<file path="src/rtl/sdr_rdpipe_pkg.sv">
`timescale 1ns/1ps
package sdr_rdpipe_pkg;
    localparam int MODE_W  = 3;
    localparam int MAX_LAT = 3;
    localparam int LAT_W   = $clog2(MAX_LAT + 1);

    typedef logic [LAT_W-1:0] lat_t;

    localparam lat_t RESET_LAT = LAT_W'(2);

    typedef struct packed {
        lat_t cur;
        logic pend;
        lat_t nxt;
    } lat_state_t;

    // Map a mode-field code to a latency; zero marks a reserved code.
    function automatic lat_t decode_lat(input logic [MODE_W-1:0] code);
        case (code)
            3'b001:  return LAT_W'(1);
            3'b010:  return LAT_W'(2);
            3'b011:  return LAT_W'(3);
            default: return '0;
        endcase
    endfunction
endpackage

</file>
<file path="src/rtl/sdr_rdpipe_lat.sv">
`timescale 1ns/1ps
module sdr_rdpipe_lat
    import sdr_rdpipe_pkg::*;
(
    input  logic              clk,
    input  logic              rst_n,
    input  logic              cke,
    input  logic              load,
    input  logic [MODE_W-1:0] code,
    input  logic              busy,
    input  logic              accept,
    output lat_t              lat
);
    lat_state_t st_d, st_q;
    lat_t       dec;

    always_comb begin
        st_d = st_q;
        dec  = decode_lat(code);
        if (cke) begin
            // pending value lands only on an empty pipe with nothing entering
            if (st_q.pend && !busy && !accept) begin
                st_d.cur  = st_q.nxt;
                st_d.pend = 1'b0;
            end
            if (load && dec != '0) begin
                st_d.pend = 1'b1;
                st_d.nxt  = dec;
            end
        end
    end

    always_ff @(posedge clk or negedge rst_n) begin
        if (!rst_n) st_q <= '{cur: RESET_LAT, pend: 1'b0, nxt: RESET_LAT};
        else        st_q <= st_d;
    end

    assign lat = st_q.cur;
endmodule

</file>
<file path="src/rtl/sdr_rdpipe_beats.sv">
`timescale 1ns/1ps
module sdr_rdpipe_beats
    import sdr_rdpipe_pkg::*;
#(
    parameter int DATA_W = 16,
    parameter int DEPTH  = MAX_LAT
) (
    input  logic              clk,
    input  logic              rst_n,
    input  logic              cke,
    input  lat_t              lat,
    input  logic              in_vld,
    input  logic [DATA_W-1:0] in_data,
    output logic              out_vld,
    output logic [DATA_W-1:0] out_data,
    output logic              busy
);
    typedef struct packed {
        logic              vld;
        logic [DATA_W-1:0] data;
    } beat_t;

    beat_t [DEPTH-1:0] stg_d, stg_q;
    logic  [DEPTH-1:0] vld_vec;

    always_comb begin
        stg_d = stg_q;
        if (cke) begin
            for (int i = 0; i < DEPTH - 1; i++) stg_d[i] = stg_q[i+1];
            stg_d[DEPTH-1] = '0;
            // a new beat enters at the slot that is CL stages from the output
            if (in_vld) begin
                for (int i = 0; i < DEPTH; i++) begin
                    if (int'(lat) == i + 1) stg_d[i] = '{vld: 1'b1, data: in_data};
                end
            end
        end
    end

    always_ff @(posedge clk or negedge rst_n) begin
        if (!rst_n) stg_q <= '0;
        else        stg_q <= stg_d;
    end

    for (genvar g = 0; g < DEPTH; g++) begin : g_vld
        assign vld_vec[g] = stg_q[g].vld;
    end

    assign busy     = |vld_vec;
    assign out_vld  = stg_q[0].vld;
    assign out_data = stg_q[0].data;
endmodule

</file>
<file path="src/rtl/sdr_rdpipe_mask.sv">
`timescale 1ns/1ps
module sdr_rdpipe_mask #(
    parameter int LANES = 2,
    parameter int DEPTH = 2
) (
    input  logic             clk,
    input  logic             rst_n,
    input  logic             cke,
    input  logic [LANES-1:0] mask_in,
    output logic [LANES-1:0] mask_out
);
    for (genvar l = 0; l < LANES; l++) begin : g_lane
        logic [DEPTH-1:0] sh_d, sh_q;

        if (DEPTH == 1) begin : g_one
            always_comb sh_d = cke ? mask_in[l] : sh_q;
        end else begin : g_many
            always_comb sh_d = cke ? {sh_q[DEPTH-2:0], mask_in[l]} : sh_q;
        end

        always_ff @(posedge clk or negedge rst_n) begin
            if (!rst_n) sh_q <= '0;
            else        sh_q <= sh_d;
        end

        assign mask_out[l] = sh_q[DEPTH-1];
    end
endmodule

</file>
<file path="src/rtl/sdr_rdpipe_wmask.sv">
`timescale 1ns/1ps
module sdr_rdpipe_wmask #(
    parameter int LANES = 2
) (
    input  logic             cke,
    input  logic             wr_vld,
    input  logic [LANES-1:0] dqm,
    output logic [LANES-1:0] be
);
    for (genvar l = 0; l < LANES; l++) begin : g_lane
        assign be[l] = cke & wr_vld & ~dqm[l];
    end
endmodule

</file>
<file path="src/rtl/sdr_read_pipe.sv">
`timescale 1ns/1ps
module sdr_read_pipe
    import sdr_rdpipe_pkg::*;
#(
    parameter int DATA_W   = 16,
    parameter int LANES    = 2,
    parameter int MASK_LAT = 2
) (
    input  logic              clk,
    input  logic              rst_n,
    input  logic              cke,
    input  logic              lat_load,
    input  logic [MODE_W-1:0] lat_code,
    input  logic              rd_beat_vld,
    input  logic [DATA_W-1:0] rd_beat_data,
    input  logic              rd_cut,
    input  logic [LANES-1:0]  dqm,
    input  logic              wr_vld,
    output logic [LANES-1:0]  wr_be,
    output logic [LANES-1:0]  dq_oe,
    output logic [DATA_W-1:0] dq_out
);
    localparam int LANE_W = DATA_W / LANES;

    lat_t              lat_cur;
    logic              pipe_busy;
    logic              beat_in;
    logic              beat_accept;
    logic              head_vld;
    logic [DATA_W-1:0] head_data;
    logic [LANES-1:0]  lane_mask;

    assign beat_in     = rd_beat_vld & ~rd_cut;
    assign beat_accept = cke & beat_in;

    sdr_rdpipe_lat u_lat (
        .clk    (clk),
        .rst_n  (rst_n),
        .cke    (cke),
        .load   (lat_load),
        .code   (lat_code),
        .busy   (pipe_busy),
        .accept (beat_accept),
        .lat    (lat_cur)
    );

    sdr_rdpipe_beats #(.DATA_W(DATA_W), .DEPTH(MAX_LAT)) u_beats (
        .clk      (clk),
        .rst_n    (rst_n),
        .cke      (cke),
        .lat      (lat_cur),
        .in_vld   (beat_in),
        .in_data  (rd_beat_data),
        .out_vld  (head_vld),
        .out_data (head_data),
        .busy     (pipe_busy)
    );

    sdr_rdpipe_mask #(.LANES(LANES), .DEPTH(MASK_LAT)) u_mask (
        .clk      (clk),
        .rst_n    (rst_n),
        .cke      (cke),
        .mask_in  (dqm),
        .mask_out (lane_mask)
    );

    sdr_rdpipe_wmask #(.LANES(LANES)) u_wmask (
        .cke    (cke),
        .wr_vld (wr_vld),
        .dqm    (dqm),
        .be     (wr_be)
    );

    for (genvar l = 0; l < LANES; l++) begin : g_lane_out
        assign dq_oe[l] = head_vld & ~lane_mask[l];
        assign dq_out[l*LANE_W +: LANE_W] = dq_oe[l] ? head_data[l*LANE_W +: LANE_W]
                                                     : '0;
    end
endmodule

</file>
<file path="config.mk">
export PLATFORM = sky130hd
export DESIGN_NAME = sdr_read_pipe
export DESIGN_NICKNAME = d
export VERILOG_FILES = /design/src/rtl/sdr_rdpipe_pkg.sv /design/src/rtl/sdr_rdpipe_lat.sv /design/src/rtl/sdr_rdpipe_beats.sv /design/src/rtl/sdr_rdpipe_mask.sv /design/src/rtl/sdr_rdpipe_wmask.sv /design/src/rtl/sdr_read_pipe.sv
export SDC_FILE = /design/constraint.sdc
export NUM_CORES = 1
export LEC_CHECK = 0
export BUFFER_PORTS_ARGS = -buffer_cell sky130_fd_sc_hd__buf_4
export CORE_AREA = 2 2 87 130
export DETAILED_ROUTE_END_ITERATION = 8
export DIE_AREA = 0 0 89 132
export GPL_TIMING_DRIVEN = 0
export HOLD_SLACK_MARGIN = 0.05
export RECOVER_POWER = 100
export REMOVE_ABC_BUFFERS = 1
export SYNTH_ARGS = -nofsm -noshare
export SYNTH_HDL_FRONTEND = slang
export SYNTH_HIERARCHICAL = 1
export SYNTH_SLANG_ARGS = --single-unit
export TNS_END_PERCENT = 5
</file>
<file path="constraint.sdc">
create_clock -name clk -period 2.4 [get_ports clk]
set_input_delay 0.12 -clock clk [delete_from_list [all_inputs] [get_ports clk]]
set_output_delay 0.12 -clock clk [all_outputs]
set_load 0.1 [all_outputs]
</file>
**After elaboration in Yosys (flattened, before gate mapping)**

Index checks and enable logic that the tools add are counted.

- Equal/unequal tests: 6
- Muxes and demuxes: 9
- Bitwise operators: 12
- Reductions and logical operators: 11

Operator list:

| kind | number |
|---|---|
| $mux W17 | 3 |
| $mux W51 | 1 |
| $mux W8 | 2 |
| $and A1 B1 Y1 | 7 |
| $eq A3 B2 Y1 const B | 2 |
| $pmux W2 S3 | 1 |
| $reduce_and A2 Y1 | 3 |
| $not A1 Y1 | 5 |
| $eq A2 B2 Y1 const B | 2 |
| $reduce_bool A2 Y1 | 2 |
| $eq A3 B1 Y1 const B | 1 |
| $logic_and A1 B1 Y1 | 3 |
| $mux W3 | 1 |
| $reduce_or A3 Y1 | 1 |
| $eq A2 B1 Y1 const B | 1 |
| $logic_not A1 Y1 | 2 |
| $mux W1 | 1 |

- Register bits: 60
- Bits of input ports: 28
- Output and inout port bits: 20
- Word-level logic and storage cells: 49

**Depth between registers and ports, before layout**

- Word-level depth: 7
- Depth in mapped cells: 6
- Mapped depth without buffers: 4

**Cells and area by module**

Netlist, hierarchy kept.

Modules (own cells, without submodules):

| module | times used | cells each | area each (um^2) | seq. area each (um^2) |
|---|---|---|---|---|
| sdr_rdpipe_beats | 1 | 242 | 2,298.5 | 1,276.2 |
| sdr_rdpipe_lat | 1 | 18 | 246.5 | 127.6 |
| sdr_read_pipe | 1 | 21 | 190.2 | 0.0 |
| sdr_rdpipe_mask | 1 | 10 | 160.2 | 100.1 |
| sdr_rdpipe_wmask | 1 | 2 | 17.5 | 0.0 |

**Worst setup path before layout**

Ideal clock, no wire load.

- Kind: reg2out
- Start: reg u_beats.stg_q (netlist bit u_beats/out_vld)
- End: out dq_oe[1]
- Data arrival time: 1,926 ps
- Data required time: 2,280 ps
- Path slack: 354 ps
- Cell stages (with the launch flop): 3
- Buffers on the path: 1
- Cell sequence: dfrtp_1 -> buf_6 -> nor2b_1

- Word-level cells in the longest chain between the ends: 1

Ends and longest elaborated chain:

| element | line | source |
|---|---|---|
| start, declared | sdr_rdpipe_beats.sv:23 | `beat_t [DEPTH-1:0] stg_d, stg_q;` |
| start signal, assigned | sdr_rdpipe_beats.sv:42 | `else stg_q <= stg_d;` |
| $and A1 B1 Y1 | sdr_read_pipe.sv:75 | `assign dq_oe[l] = head_vld & ~lane_mask[l];` |
| end, declared | sdr_read_pipe.sv:20 | `output logic [LANES-1:0] dq_oe,` |

No other way between the ends.

**Worst setup path after layout**

- Start: in dqm[1]
- End: out wr_be[1]

- Word-level cells in the longest chain between the ends: 2

Ends and longest elaborated chain:

| element | line | source |
|---|---|---|
| start, declared | sdr_read_pipe.sv:17 | `input logic [LANES-1:0] dqm,` |
| $not A1 Y1 | sdr_rdpipe_wmask.sv:11 | `assign be[l] = cke & wr_vld & ~dqm[l];` |
| $and A1 B1 Y1 | sdr_rdpipe_wmask.sv:11 |  |
| end, declared | sdr_read_pipe.sv:19 | `output logic [LANES-1:0] wr_be,` |

No other way between the ends.

==> out/results.ini <==
[cts]
hold_buffers=19
root_buffer=clkbuf_16
clock_latency_ns=0.32
post-cts-setup-buffers=0
cts.sinks=60
clk_pin_slew_worst_paths_ns=0.05
cts_buffers=9
cts_buffer_depth=2
h-tree-depth=3
cts_resized=0
cts_tree=yes

[global_route]
track_usage_pct=11.9
grt_pass1_wl_um=10900
grt_pass1_vias=2159
antenna_found_initial=0
grt_overflow=0
grt_max_degree=67

[final_layout]
nNetsFinal=360
antenna_cells=0
fillCellCount=1112
final_area_mm2=0.00364
syn_to_final_growth_pct=24.9
utilization_pct=34.3
fin_cells=481
drive_above_1_share_pct=22.8

[setup_path]
path_buf_inv=3
path_cells=dlygate4sd3_1 > buf_4 > and3b_1 > clkbuf_1
crit_slowest_cell=clkbuf_1
cp.arrival_ns=1.84
crit_required_ns=2.28
cp_max_fo=2
slowest_delay_ns=0.86
critical-path-top-delay-family=buffers and inverters
critical_path.startpoint_type=primary input
path_class=in -> out
setup.worst_path.end_class=output port

[timing]
fin_crit_ns=1.96
holdWs_ns=0.0566
setup_viol=0
slew_headroom_pct=0.805
finalSetupTns_ns=0
max_freq_mhz=509
drv_slew=0
hold_viol_final=0
worst_pin_slew_ns=1.49
skew_ns=0.00424
grt_setup_unrepaired=false
period_share_pct=81.8
finalWorstSetupSlack_ns=0.436

[yosys]
netlist.area_leader.share_pct=49.8
yosys_warnings=6
ys_ff_latch=60
synth_top_area_cell=dfrtp_1
synth-edff-count=0
synthArstFlopShare_pct=100
ys_types=25
netlist_area_mm2=0.00291
synth_most_common_cell=dfrtp_1
synth_area_leaders=dfrtp_1 (50%), nand2_1 (6.2%), buf_4 (5.9%)
syn_inst=293
synth_flop_cell=dfrtp_1
synth_common_cells=dfrtp_1 (58), nand2_1 (48), nor2_1 (36)
seq_area_frac_synth_pct=51.6
avgSynthCellArea_um2=9.94

[placed_design]
portBuffers=47
placedInstanceArea_mm2=0.00317
hpwl_um=4030
detailedPlace.worstSlack_ns=0.560
gp_congestion=0.715
placedCellCount=446

[power]
power_density_mw_per_mm2=967
peakVddDrop_mv=0.357
power.leakage_nw=1.70
finalPower_mw=3.52
p_comb_share_pct=23.3
power_frac_clock_pct=40.6
power_frac_seq_pct=36.1
p_int_mw=2.39
p_sw_mw=1.13
p_sw_share_pct=32.2

[routing]
drt_iter0_drc=113
drc=0
vias=2225
viasPerCell=4.63
routedWlPerCell_um=14.1
ant_nets=0
drt_wl_total_um=6780
firstDrtPassIters=5

[run_status]
status=complete, but fails checks
violations=capacitance limit

[job]
cap_violations=1

[worst_hold_path]
hold_path.class=in -> reg

[die]
die-height_um=132
die_w_um=89
rows=46
coreArea_mm2=0.0106
die_area_mm2=0.0117
ioPinCount=48
initial_core_util_pct=27.5

[power by group through the flow]
stage	Combinational [mW]	Sequential (mW)	Clock, mW
3_3_place_gp	0.817	1.28	0
6_report	0.820	1.27	1.43
3_5_place_dp	0.830	1.29	0
4_1_cts	0.858	1.27	1.45
5_1_grt	0.878	1.29	1.50
2_1_floorplan	0.616	1.25	0
[cell families after synthesis]
| group | Yosys count | synth area share [%] |
|---|---|---|
| AND/OR/NAND/NOR | 118 | 21.1 |
| AO/OA/AOI/OAI | 70 | 15.2 |
| flip-flops | 60 | 51.6 |
| buffers and inverters | 39 | 9.71 |
| multiplexers | 6 | 2.32 |
[worst paths after layout]
| kind | from | end | slack (ns) | cells after the start |
|---|---|---|---|---|
| worst max register to register | u_beats/out_vld$_DFFE_PN0P_ | u_lat/lat[0]$_DFFE_PN0P_ | 0.59 | 3 |
| min in group asynchronous | rst_n | u_beats/stg_q[29]$_DFFE_PN0P_ | 0.70 | 2 |
| worst max-delay path | dqm[1] | wr_be[1] | 0.44 | 4 |
| worst min register to register | u_lat/st_q[2]$_DFFE_PN0P_ | u_lat/st_q[2]$_DFFE_PN0P_ | 0.50 | 1 |
| worst min-delay path | rd_beat_data[14] | u_beats/stg_q[48]$_DFFE_PN0P_ | 0.06 | 2 |
| max in group asynchronous | rst_n | u_beats/stg_q[49]$_DFFE_PN0P_ | 0.81 | 2 |
[flip-flops by register name, indices dropped and copies added (netlist names)]
signal / cells
u_beats/stg_q: 34
u_beats/out_data: 16
u_lat/st_q: 3
u_beats/out_vld: 1
u_mask/g_lane.sh_q: 4
u_lat/lat: 2
[area by class of cell]
type | count | area [µm²] | share of cell area (%)
repair buffers | 66 | 488 | 13.4
well taps | 144 | 180 | 4.95
inverters | 1 | 3.75 | 0.103
multi-input cells | 194 | 1120 | 30.9
clock inverters | 4 | 70.1 | 1.93
clock buffers | 12 | 267 | 7.33
flip-flops and latches | 60 | 1500 | 41.3
[per-layer routing]
layer  global-route usage (%)  share of wire (%)
met2                     18.4                 50
met4                     5.22                1.6
met1                     15.9                 44
met5                        0                  0
met3                     2.57                5.0
[cell usage in the layout (no fill, tap or decap)]
| master | instances |
|---|---|
| dfrtp_1 | 58 |
| nand2_1 | 48 |
| nor2_1 | 36 |
| a21oi_1 | 34 |
| buf_4 | 26 |
| dlygate4sd3_1 | 19 |
| clkbuf_2 | 19 |
| a22o_1 | 19 |
| a31oi_1 | 16 |
| and3b_1 | 14 |
| clkbuf_16 | 9 |
| and3b_2 | 8 |
| mux2_2 | 6 |
| clkbuf_8 | 3 |
| nor2b_1 | 2 |
| bufinv_16 | 2 |
| clkinv_2 | 2 |
| clkbuf_1 | 2 |
| nand3b_1 | 2 |
| nand4b_1 | 2 |
| and2b_1 | 1 |
| or3_1 | 1 |
| inv_1 | 1 |
| and4_1 | 1 |
| a21o_1 | 1 |
| and4bb_1 | 1 |
| or3b_1 | 1 |
| or2_2 | 1 |
| dfstp_1 | 1 |
| dfstp_2 | 1 |
(Power assumes the default switching activity.)
